### src/rtl/page_xlate_pkg.sv
package page_xlate_pkg;
    localparam int ADDR_W      = 32;
    localparam int LOW_PG_SH   = 12;
    localparam int WIN_SH      = 16;
    localparam int HIGH_PG_SH  = 20;
    localparam int HIGH_N      = 14;
    localparam int LOW_N       = 1 << (WIN_SH - LOW_PG_SH);
    localparam int LOW_IDX_W   = WIN_SH - LOW_PG_SH;
    localparam int HIGH_IDX_W  = $clog2(HIGH_N);
    localparam int WIN_W       = HIGH_PG_SH - WIN_SH;
    localparam int LOW_TAG_W   = ADDR_W - LOW_PG_SH;
    localparam int HIGH_TAG_W  = ADDR_W - HIGH_PG_SH;
    localparam int MB_W        = ADDR_W - HIGH_PG_SH;
    localparam int CFG_IDX_W   = 5;
    localparam int CFG_W       = LOW_TAG_W + 1;
    localparam int CFG_HIGH_BASE = 16;
    localparam int CFG_WIN_IDX   = 31;

    typedef enum logic [1:0] {
        RGN_NONE = 2'd0,
        RGN_LOW  = 2'd1,
        RGN_HIGH = 2'd2
    } rgn_e;
endpackage

### src/rtl/page_xlate_table.sv
module page_xlate_table #(
    parameter int N     = 16,
    parameter int TAG_W = 20,
    parameter int IDX_W = 4
) (
    input  logic             clk,
    input  logic             rst_n,
    input  logic             wr_en,
    input  logic [IDX_W-1:0] wr_idx,
    input  logic             wr_vld,
    input  logic [TAG_W-1:0] wr_tag,
    input  logic [IDX_W-1:0] rd_idx,
    output logic             rd_vld,
    output logic [TAG_W-1:0] rd_tag
);
    logic [N-1:0]     vld_q;
    logic [TAG_W-1:0] tag_q [N];

    for (genvar i = 0; i < N; i++) begin : g_ent
        always_ff @(posedge clk or negedge rst_n) begin
            if (!rst_n) begin
                vld_q[i] <= 1'b0;
                tag_q[i] <= '0;
            end else if (wr_en && (wr_idx == IDX_W'(i))) begin
                vld_q[i] <= wr_vld;
                tag_q[i] <= wr_tag;
            end
        end
    end

    always_comb begin
        rd_vld = 1'b0;
        rd_tag = '0;
        for (int i = 0; i < N; i++) begin
            if (rd_idx == IDX_W'(i)) begin
                rd_vld = vld_q[i];
                rd_tag = tag_q[i];
            end
        end
    end
endmodule

### src/rtl/page_xlate_decode.sv
module page_xlate_decode
    import page_xlate_pkg::*;
(
    input  logic [ADDR_W-1:0]     addr,
    input  logic [WIN_W-1:0]      win_base,
    output rgn_e                  rgn,
    output logic [LOW_IDX_W-1:0]  low_idx,
    output logic [HIGH_IDX_W-1:0] high_idx
);
    logic [MB_W-1:0] mb;

    assign mb       = addr[ADDR_W-1:HIGH_PG_SH];
    assign low_idx  = addr[WIN_SH-1:LOW_PG_SH];
    assign high_idx = addr[HIGH_PG_SH+HIGH_IDX_W-1:HIGH_PG_SH] - HIGH_IDX_W'(1);

    always_comb begin
        if (mb == '0) begin
            rgn = (addr[HIGH_PG_SH-1:WIN_SH] == win_base) ? RGN_LOW : RGN_NONE;
        end else if (mb <= MB_W'(HIGH_N)) begin
            rgn = RGN_HIGH;
        end else begin
            rgn = RGN_NONE;
        end
    end
endmodule

### src/rtl/page_xlate_top.sv
module page_xlate_top
    import page_xlate_pkg::*;
(
    input  logic                 clk,
    input  logic                 rst_n,
    input  logic                 acc_valid,
    input  logic [ADDR_W-1:0]    acc_addr,
    input  logic                 cfg_we,
    input  logic [CFG_IDX_W-1:0] cfg_idx,
    input  logic [CFG_W-1:0]     cfg_wdata,
    output logic                 out_hit,
    output logic                 out_miss,
    output logic [ADDR_W-1:0]    out_addr
);
    logic [WIN_W-1:0]      win_q;
    rgn_e                  rgn;
    logic [LOW_IDX_W-1:0]  low_idx;
    logic [HIGH_IDX_W-1:0] high_idx;
    logic                  low_vld, high_vld;
    logic [LOW_TAG_W-1:0]  low_tag;
    logic [HIGH_TAG_W-1:0] high_tag;
    logic                  wr_low, wr_high, wr_win;
    logic [HIGH_IDX_W-1:0] wr_high_idx;
    logic                  hit_c;
    logic [ADDR_W-1:0]     xl_c;

    // write-port decode
    assign wr_low      = cfg_we && (cfg_idx < CFG_IDX_W'(LOW_N));
    assign wr_high_idx = HIGH_IDX_W'(cfg_idx - CFG_IDX_W'(CFG_HIGH_BASE));
    assign wr_high     = cfg_we && (cfg_idx >= CFG_IDX_W'(CFG_HIGH_BASE))
                                && (cfg_idx <  CFG_IDX_W'(CFG_HIGH_BASE + HIGH_N));
    assign wr_win      = cfg_we && (cfg_idx == CFG_IDX_W'(CFG_WIN_IDX));

    always_ff @(posedge clk or negedge rst_n) begin
        if (!rst_n) begin
            win_q <= '0;
        end else if (wr_win) begin
            win_q <= cfg_wdata[WIN_W-1:0];
        end
    end

    page_xlate_decode dec_i (
        .addr     (acc_addr),
        .win_base (win_q),
        .rgn      (rgn),
        .low_idx  (low_idx),
        .high_idx (high_idx)
    );

    page_xlate_table #(.N(LOW_N), .TAG_W(LOW_TAG_W), .IDX_W(LOW_IDX_W)) low_tbl_i (
        .clk    (clk),
        .rst_n  (rst_n),
        .wr_en  (wr_low),
        .wr_idx (cfg_idx[LOW_IDX_W-1:0]),
        .wr_vld (cfg_wdata[CFG_W-1]),
        .wr_tag (cfg_wdata[LOW_TAG_W-1:0]),
        .rd_idx (low_idx),
        .rd_vld (low_vld),
        .rd_tag (low_tag)
    );

    page_xlate_table #(.N(HIGH_N), .TAG_W(HIGH_TAG_W), .IDX_W(HIGH_IDX_W)) high_tbl_i (
        .clk    (clk),
        .rst_n  (rst_n),
        .wr_en  (wr_high),
        .wr_idx (wr_high_idx),
        .wr_vld (cfg_wdata[CFG_W-1]),
        .wr_tag (cfg_wdata[HIGH_TAG_W-1:0]),
        .rd_idx (high_idx),
        .rd_vld (high_vld),
        .rd_tag (high_tag)
    );

    // combinational translation
    always_comb begin
        hit_c = 1'b0;
        xl_c  = '0;
        unique case (rgn)
            RGN_LOW: begin
                hit_c = low_vld;
                xl_c  = {low_tag, acc_addr[LOW_PG_SH-1:0]};
            end
            RGN_HIGH: begin
                hit_c = high_vld;
                xl_c  = {high_tag, acc_addr[HIGH_PG_SH-1:0]};
            end
            default: begin
                hit_c = 1'b0;
                xl_c  = '0;
            end
        endcase
    end

    always_ff @(posedge clk or negedge rst_n) begin
        if (!rst_n) begin
            out_hit  <= 1'b0;
            out_miss <= 1'b0;
            out_addr <= '0;
        end else begin
            out_hit  <= acc_valid && hit_c;
            out_miss <= acc_valid && !hit_c;
            out_addr <= (acc_valid && hit_c) ? xl_c : '0;
        end
    end
endmodule

### config.mk
export PLATFORM = sky130hd
export DESIGN_NAME = page_xlate_top
export DESIGN_NICKNAME = d
export VERILOG_FILES = /design/src/rtl/page_xlate_pkg.sv /design/src/rtl/page_xlate_table.sv /design/src/rtl/page_xlate_decode.sv /design/src/rtl/page_xlate_top.sv
export SDC_FILE = /design/constraint.sdc
export NUM_CORES = 1
export LEC_CHECK = 0
export ABC_AREA = 1
export BUFFER_PORTS_ARGS = -buffer_cell sky130_fd_sc_hd__buf_2
export CAP_MARGIN = 20
export CORE_AREA = 2 2 199 201
export DETAILED_ROUTE_END_ITERATION = 10
export DIE_AREA = 0 0 201 203
export PLACE_DENSITY = 0.83
export SLEW_MARGIN = 30
export SYNTH_ARGS = -nofsm -noshare
export SYNTH_HDL_FRONTEND = slang
export SYNTH_SLANG_ARGS = --single-unit
### constraint.sdc
create_clock -name clk -period 3.1 [get_ports clk]
set_input_delay 0.62 -clock clk [delete_from_list [all_inputs] [get_ports clk]]
set_output_delay 0.62 -clock clk [all_outputs]
set_load 0.02 [all_outputs]
==> metrics list, run 1 <==
* Run status: completed
- Final core occ: 72.1%
- For met2 alone, demand over resource in global routing was 55.0%.
- Setup clock skew after layout: 0.0303 ns
- Total overflow reported by the global router: 0
* Via density per instance: 5.94
- Summing over every cut layer, the via total after detailed routing is 21.8k.
* Time the worst path needs with I/O delays and setup: 2.41 ns
- Unrepaired setup endpoints after global routing: false
* Fraction of registers with async set/reset: 100%
* Switching share of power: 27.2%
- Clk buf depth: 3
- Global-route met1 utilization: 52.4%
- The finished cells cover 0.0277 mm^2.
* DRC viols: 0
* Total number of H-tree levels: 2
- The analysis attributes to net switching a power of 4.97 mW.
- Max-capacitance violation count: 0
- Worst slew pin tran: 1.02 ns
* Achievable clock frequency: 414 MHz
- Quantity of I/O buffers inserted on ports: 95
- Final-layout setup total negative slack: 0 ns
- The slowest stage of the critical path belongs to the cell sky130_fd_sc_hd__nor4_1.
- Area after DPL: 0.0259 mm^2
- TritonCTS clock tree: built
* Number of cell rows: 72
- Endpoints failing hold: 0
- The signal on the critical path passes through nand2_1 -> nand2_1 -> nor4_1 -> nand3_1 -> buf_4 -> inv_1 -> o21ai_0 -> nor2_1 -> a21oi_1 -> nor2_1.
- Top FF cell, synth: sky130_fd_sc_hd__dfrtp_1
- Across all register-to-register paths, the minimum setup slack is 0.69 ns.
- Post-CTS repair changed the size of 0 cells.
* Final-report setup violation count: 0
- Total die area: 0.0408 mm^2
- Portion of the post-synthesis area used by sequential elements: 56.3%
- Counting every sink on the clock net gives 556.
- Post-synth cell types: 30
- The design draws 18.2 mW.
- Post-Route WL: 72200 um
- The die is 201 um wide.
- Class of the most critical hold timing path: in -> reg
- Initial Util: 64.3%
- Counting every net in the synthesized netlist gives 3119.
* Count of flip-flops with a built-in enable after synthesis: 0
- The first detailed-routing pass took 9 iterations.
- Met3 usage in global routing: 7.93%
- In the finished design, the share of the clock period the worst path needs comes to 77.9%.
- Entering global routing, the biggest net connects 70 pins.
- For this run, the number of Yosys warnings is 0.
* Stage delay of the slowest cell on the critical path: 0.52 ns
* Initial antenna violation count: 1
- Cells with a size suffix above 1 make up 11.5% of the layout.
- Synthesized netlist cell count: 3057
- Routability-driven placement finished with a final weighted congestion of 0.909.
* Cell Area, Synth: 0.0247 mm^2
* Clock network power share: 36.9%
- Hpwl dp: 48100 um
* Clock transition at the register clock pins on the worst setup and hold paths after CTS: 0.06 ns
- From bottom edge to top edge, the die measures 203 um.
* Leakage component of the power: 13.6 nW
- Power spread over the standard cell area amounts to 658 mW/mm^2.
* Category of the worst setup path capture point: flip-flop
* Post-CTS setup buffer count: 0
- DR WL/cell: 19.6 um
* Growth of design area from synthesis to finish: 12.1%
- The cell sitting at the root of the clock tree is a sky130_fd_sc_hd__clkbuf_16.
- Global-route wire length before repair: 116000 um
- Placeable Area: 0.0385 mm^2
* Number of buffers added by the clock tree synthesis step: 55
- STA puts the critical path data required time at 3.64 ns.
- By startpoint and endpoint, the worst setup path is classified as reg -> reg.
* Startpoint types: flip-flop
- Across every metal layer, demand over resource in global routing totals 36.6%.
* Final antenna-violating net count: 0
- Worst-skew pair later-pin latency: 0.62 ns
- A synthesized cell averages 8.09 um^2.
- The worst pin sits at a relative slew slack of 31.9%.
- Via count of the first global-routing pass: 21.1k
* Number of nets in the layout: 3175
- met2 is the most crowded layer.
- Part of the power in combinational logic: 12.4%
- In this run, the number of DRC markers left after iteration 0 of detailed routing was 2436.
- At the worst endpoint, the arrival time is 2.95 ns.
- Of all nets on the critical path, the largest fanout is 20.
- The internal portion of the total power is 13.3 mW.
- Filler cell count in the final layout: 2920
- Seq pwr share: 50.8%
- Pin placement for this block handled 96 I/O pins.
* Seq cells post-synth: 556
- The worst-case IR drop observed on VDD is 0.499 mV.
- Max Slew Vio Count: 0
[worst max-delay path: cells and delay by family, from the launching register on]
kind	cells	cell delay [ns]
AO/OA/AOI/OAI	2	0.19
AND/OR/NAND/NOR	6	1.30
flip-flops	1	0.40
buffers and inverters	2	0.43
[routing by layer]
layer / up-vias / routed length [um]
met4: 0 / 2870
met2: 1198 / 31900
met5: - / 0
met1: 10600 / 29500
met3: 207 / 7930
li1: 9865 / -
[stage by stage]
step	hold WS [ns]	worst slack, ns	cells
final	0.226	0.686	3674
after global routing	0.218	0.555	3673
after CTS	0.197	0.722	3672
after detailed placement	0.466	0.115	3573
after global placement	0.459	0.124	3573
after floorplan	0.324	0.931	3057
[layout by cell type, fill, tap and decap left out, drive strengths merged]
cell	n
nor4	4
nor3	2
inv	208
nand3b	4
buf	188
dfrtp	556
bufinv	4
nand4	74
dlygate4sd3	1
nand2	993
o311ai	1
clkbuf	83
or2	72
diode	2
o21ai	506
a21oi	121
nand3	75
o2111ai	1
nor2	244
clkinv	10
o21a	7
[cells in the mapped netlist, types with 2 or more instances]
| cell type | count | area (um^2) |
|---|---|---|
| sky130_fd_sc_hd__nand4_1 | 72 | 450 |
| sky130_fd_sc_hd__or2_0 | 2 | 12.5 |
| sky130_fd_sc_hd__inv_2 | 6 | 22.5 |
| sky130_fd_sc_hd__nand3_1 | 75 | 375 |
| sky130_fd_sc_hd__nand2_2 | 2 | 12.5 |
| sky130_fd_sc_hd__nand2_1 | 990 | 3720 |
| sky130_fd_sc_hd__buf_2 | 20 | 100 |
| sky130_fd_sc_hd__a21oi_1 | 121 | 606 |
| sky130_fd_sc_hd__nand3b_1 | 4 | 30.0 |
| sky130_fd_sc_hd__dfrtp_1 | 556 | 13900 |
| sky130_fd_sc_hd__inv_1 | 201 | 754 |
| sky130_fd_sc_hd__o21ai_1 | 2 | 10.0 |
| sky130_fd_sc_hd__nor2_1 | 238 | 893 |
| sky130_fd_sc_hd__or2_2 | 70 | 438 |
| sky130_fd_sc_hd__clkbuf_1 | 165 | 619 |
| sky130_fd_sc_hd__nor2_2 | 4 | 25.0 |
| sky130_fd_sc_hd__buf_6 | 3 | 33.8 |
| sky130_fd_sc_hd__o21ai_0 | 504 | 2520 |
| sky130_fd_sc_hd__nor4_1 | 3 | 18.8 |
| sky130_fd_sc_hd__o21a_1 | 7 | 52.6 |
| sky130_fd_sc_hd__nor2_4 | 2 | 22.5 |
| sky130_fd_sc_hd__buf_4 | 2 | 15.0 |
[final cells by class]
cell class | instances | area (um^2) | area share [%]
sequential | 556 | 13900 | 50.2
antenna | 2 | 5.00 | 0.0180
multi-input combinational | 2104 | 9310 | 33.6
inverter | 207 | 777 | 2.80
timing repair buffer | 189 | 1280 | 4.62
clock buffer | 83 | 1610 | 5.81
clock inverter | 15 | 190 | 0.686
tap | 518 | 648 | 2.34
[timing repair]
action,4_1_cts,5_1_grt
endpoints found under the hold margin,6,0
hold buffers,1,0
endpoints found under the setup margin,0,0
[power groups by stage]
stage,combinational (mW),clock (mW),sequential (mW)
after floorplan,1.45,0,9.16
after global placement,2.09,0,9.29
after detailed placement,2.22,0,9.34
after CTS,2.24,6.77,9.25
after global routing,2.60,7.08,9.41
final,2.25,6.72,9.27
[worst paths after layout]
kind | start | depth (start not counted) | end
setup / recovery | win_q[0] | 10 | out_addr[31]
hold / removal | acc_addr[4] | 3 | out_addr[4]
setup reg to reg | win_q[0] | 10 | out_addr[31]
hold reg to reg | low_tbl_i.tag_q[197] | 2 | low_tbl_i.tag_q[197]
max in group asynchronous | rst_n | 4 | low_tbl_i.tag_q[27]
min in group asynchronous | rst_n | 2 | high_tbl_i.tag_q[155]
[flip-flops by register name, indices dropped and copies added (netlist names)]
name / count
high_tbl_i.tag_q: 168
high_tbl_i.vld_q: 14
low_tbl_i.tag_q: 320
low_tbl_i.vld_q: 16
out_addr: 32
out_hit: 1
out_miss: 1
win_q: 4
[kinds of logic (layout without fill, tap and decap cells)]
group / after synthesis / count (layout) / share of synthesized area [%]
flops: 556 / 556 / 56.3
compound gates: 636 / 636 / 13.0
simple gates: 1468 / 1468 / 24.5
other cells: 0 / 2 / 0
buf+inv: 397 / 494 / 6.25
No activity file was read; power rests on OpenSTA's default activity.
==> run 2, diff against run 1 <==
Settings changed: CORE_AREA 2 2 199 201 to 2 2 214 216, DIE_AREA 0 0 201 203 to 0 0 216 218, PLACE_DENSITY 0.83 to 0.76.
Clock period 3.1 ns to 2 ns, I/O delays scaled along.
==> run 2 against run 1 <==
Against the previous run:
- the run now ends with negative setup slack left
- worst setup slack got worse by 0.72 ns
- routed wire length is 1.3% higher
- die area increased by 15%
- flip-flop and latch count is the same
- power grew 57%
- critical path depth rose by 1
- largest power group unchanged
==> metrics list, run 2 (synthesis gave the netlist of run 1 again) <==
* Run status: finished with violations
- Violated checks: negative setup slack
- The number of buffers inserted during clock tree synthesis was 57 (+3.6%).
- Share of the clock period used by the worst path: 102% (+24 points)
- DR pass1 iterations: 6 (-3)
- The first-pass GRT wire length was 116000 um (-0.60%).
- The row count was 78 (+8.3%).
* Worst slack after detailed placement: -0.553 ns (-0.668 ns)
- TritonCTS built the clock tree.
- Time the worst path needs with I/O delays and setup: 2.04 ns (-0.379 ns)
- The power per unit of standard cell area is 970 mW/mm^2 (+47%).
* I/O pins: 96 (unchanged)
* Category of the worst setup path capture point: flip-flop
* Slack of the critical path: -0.0352 ns (-0.721 ns)
* Pin count of the biggest net entering global routing: 78 (+11%)
* Depth of the most critical reg-to-reg path: 11 (+1)
- Clk buf depth: 3 (unchanged)
* Quantity of I/O buffers inserted on ports: 95 (unchanged)
- The startpoint identified for the worst register-to-register timing path is win_q[3].
- Class of the most critical hold timing path: in -> reg
* Worst Hold Slack: 0.0231 ns (-0.203 ns)
* Initial Util: 55.1% (-9.2 points)
- The final number of setup-violating endpoints is 24 (+24).
- Critical-path maximum fanout: 6 (-70%)
* Unrepaired setup endpoints after global routing: true
- Total routing usage reported by global routing: 31.4% (-5.2 points)
- The number of DRC markers in iteration 0 is 2372 (-2.6%).
* Total die area: 0.0471 mm^2 (+15%)
* Number of flip-flops under the largest register name: 320 (unchanged)
- The most critical setup path has its startpoint at win_q[3].
* Total overflow reported by the global router: 0 (unchanged)
- Via count of the first global-routing pass: 21.3k (+0.81%)
* Worst slew pin tran: 0.713 ns (-0.307 ns)
- The library cells used most frequently in the layout, excluding fill and tap cells, are sky130_fd_sc_hd__nand2_1 (985), sky130_fd_sc_hd__dfrtp_1 (556), sky130_fd_sc_hd__o21ai_0 (504), sky130_fd_sc_hd__nor2_1 (210), sky130_fd_sc_hd__inv_1 (198).
- The HPWL reported at the end of detailed placement was 48800 um (+1.5%).
* Final antenna-violating net count: 0 (unchanged)
* DRC viols: 0 (unchanged)
* Total number of H-tree levels: 2 (unchanged)
* Root buffer cell: sky130_fd_sc_hd__clkbuf_16
- Post-Route WL: 73100 um (+1.3%)
- Filler cell count in the final layout: 3501 (+20%)
- The final setup skew was 0.0147 ns (-0.0157 ns).
- Max Slew Vio Count: 0 (unchanged)
- The number of sinks on the clock net was 556 (unchanged).
* Critical path start-end classification: reg -> reg
- The wire length per cell after detailed routing is 18.8 um (-4.0%).
- Sequential cell area in the final layout: 0.0139 mm^2 (unchanged)
* Largest voltage drop on the vdd net: 0.763 mV (+53%)
- Worst setup slack for register-to-register paths: -0.04 ns (-0.72 ns)
- The number of antenna violations at the first check in global routing was 2 (+1).
- The instance area at placement came to 0.0273 mm^2 (+5.2%).
- The summed area of non-filler cells in the final layout is 0.0295 mm^2 (+6.4%).
- Die boundary width: 216 um (+7.5%)
- In this run the worst setup path terminates at out_addr[9].
- Placeable Area: 0.0449 mm^2 (+17%)
- The static leakage power was 14.4 nW (+5.9%).
- Critical path arrival: 2.57 ns (-0.38 ns)
- Achievable clock frequency: 491 MHz (+19%)
* Number of nets in the layout: 3299 (+3.9%)
- The library cell used most frequently in the layout, excluding fill and tap cells, is sky130_fd_sc_hd__nand2_1.
- Clock transition at the register clock pins on the worst setup and hold paths after CTS: 0.06 ns (about the same)
- Headroom to the max-slew limit: 52.3% (+20 points)
- Register with the highest flop count: low_tbl_i.tag_q
- Placer Congestion: 0.941 (+3.5%)
- The post-detailed-route via-to-cell ratio was 5.65 (-4.9%).
* Max-capacitance violation count: 0 (unchanged)
- Startpoint types: flip-flop
- Fraction of final layout cells with drive strength greater than 1: 15.9% (+4.4 points)
* Growth of design area from synthesis to finish: 19.3%
- Endpoints failing hold: 0 (unchanged)
- The clock latency on the worst-skew pair was 0.61 ns (about the same).
* RR Endpoint: out_addr[9]
* Multi-input gate area in the final layout: 0.00949 mm^2 (+2.0%)
- Largest registers: low_tbl_i.tag_q: 320 flops, high_tbl_i.tag_q: 168 flops, out_addr: 32 flops
* Chip height: 218 um (+7.4%)
- The required time of the critical path was 2.54 ns (-1.10 ns).
- DR vias: 21.9k (+0.36%)
run 2: area by class of cell:
type | count | area share (%)
diodes | 1 | 0.00848
clock buffers | 86 | 5.85
clock inverters | 14 | 0.416
inverters | 207 | 2.63
multi-input cells | 2104 | 32.2
flip-flops and latches | 556 | 47.2
well taps | 600 | 2.54
repair buffers | 311 | 9.20
run 2: critical path, stage by stage, from the launching register on:
cell,delay (ns)
sky130_fd_sc_hd__dfrtp_1,0.39
sky130_fd_sc_hd__nand2_1,0.12
sky130_fd_sc_hd__o2111ai_4,0.13
sky130_fd_sc_hd__nor4_4,0.39
sky130_fd_sc_hd__nand3_2,0.12
sky130_fd_sc_hd__buf_6,0.16
sky130_fd_sc_hd__buf_4,0.15
sky130_fd_sc_hd__buf_4,0.13
sky130_fd_sc_hd__nand2_4,0.08
sky130_fd_sc_hd__buf_12,0.12
sky130_fd_sc_hd__nand2_1,0.06
sky130_fd_sc_hd__nor2_1,0.11
run 2: worst min path at each step:
stage / startpoint / end / slack [ns] / depth (start not counted)
after floorplan: rst_n / high_tbl_i.tag_q[0] / 0.10 / 0
after global placement: rst_n / high_tbl_i.tag_q[166] / 0.34 / 1
after detailed placement: rst_n / high_tbl_i.tag_q[166] / 0.34 / 1
after CTS: acc_addr[9] / out_addr[9] / 0.002 / 3
after global routing: acc_addr[4] / out_addr[4] / 0.02 / 3
final: cfg_wdata[12] / low_tbl_i.tag_q[252] / 0.02 / 3
run 2: metrics by stage:
step | utilization [%] | TNS (ns) | power [mW] | std cells
3_3_place_gp | 60.7 | -11.89 | 17.8 | 3764
3_5_place_dp | 60.7 | -12.84 | 18.0 | 3764
2_1_floorplan | - | 0 | 16.4 | 3057
6_report | 65.7 | -0.384 | 28.6 | 3879
5_1_grt | 65.7 | -2.76 | 29.9 | 3879
4_1_cts | 65.1 | 0 | 28.6 | 3873
run 2: what timing repair did:
item | CTS | global route
buffers inserted | 0 | 1
pin swaps | 0 | 18
setup endpoints to repair | 33 | 33
gates cloned | 0 | 4
endpoints found under the hold margin | 38 | 0
gates resized for setup | 2 | 54
hold buffers | 9 | 0
run 2: power breakdown:
group	internal (mW)	switching, mW
clock	6.15	4.45
sequential	13.3	1.09
combinational	1.41	2.24
total	20.8	7.78
run 2: per-layer routing:
| layer | global-route usage, % | routed length [um] | vias up |
|---|---|---|---|
| met5 | 1.25 | 84 | - |
| met4 | 14.0 | 3050 | 2 |
| met3 | 6.25 | 7010 | 176 |
| met2 | 48.3 | 32900 | 1086 |
| met1 | 43.4 | 30100 | 10500 |
| li1 | - | - | 10100 |
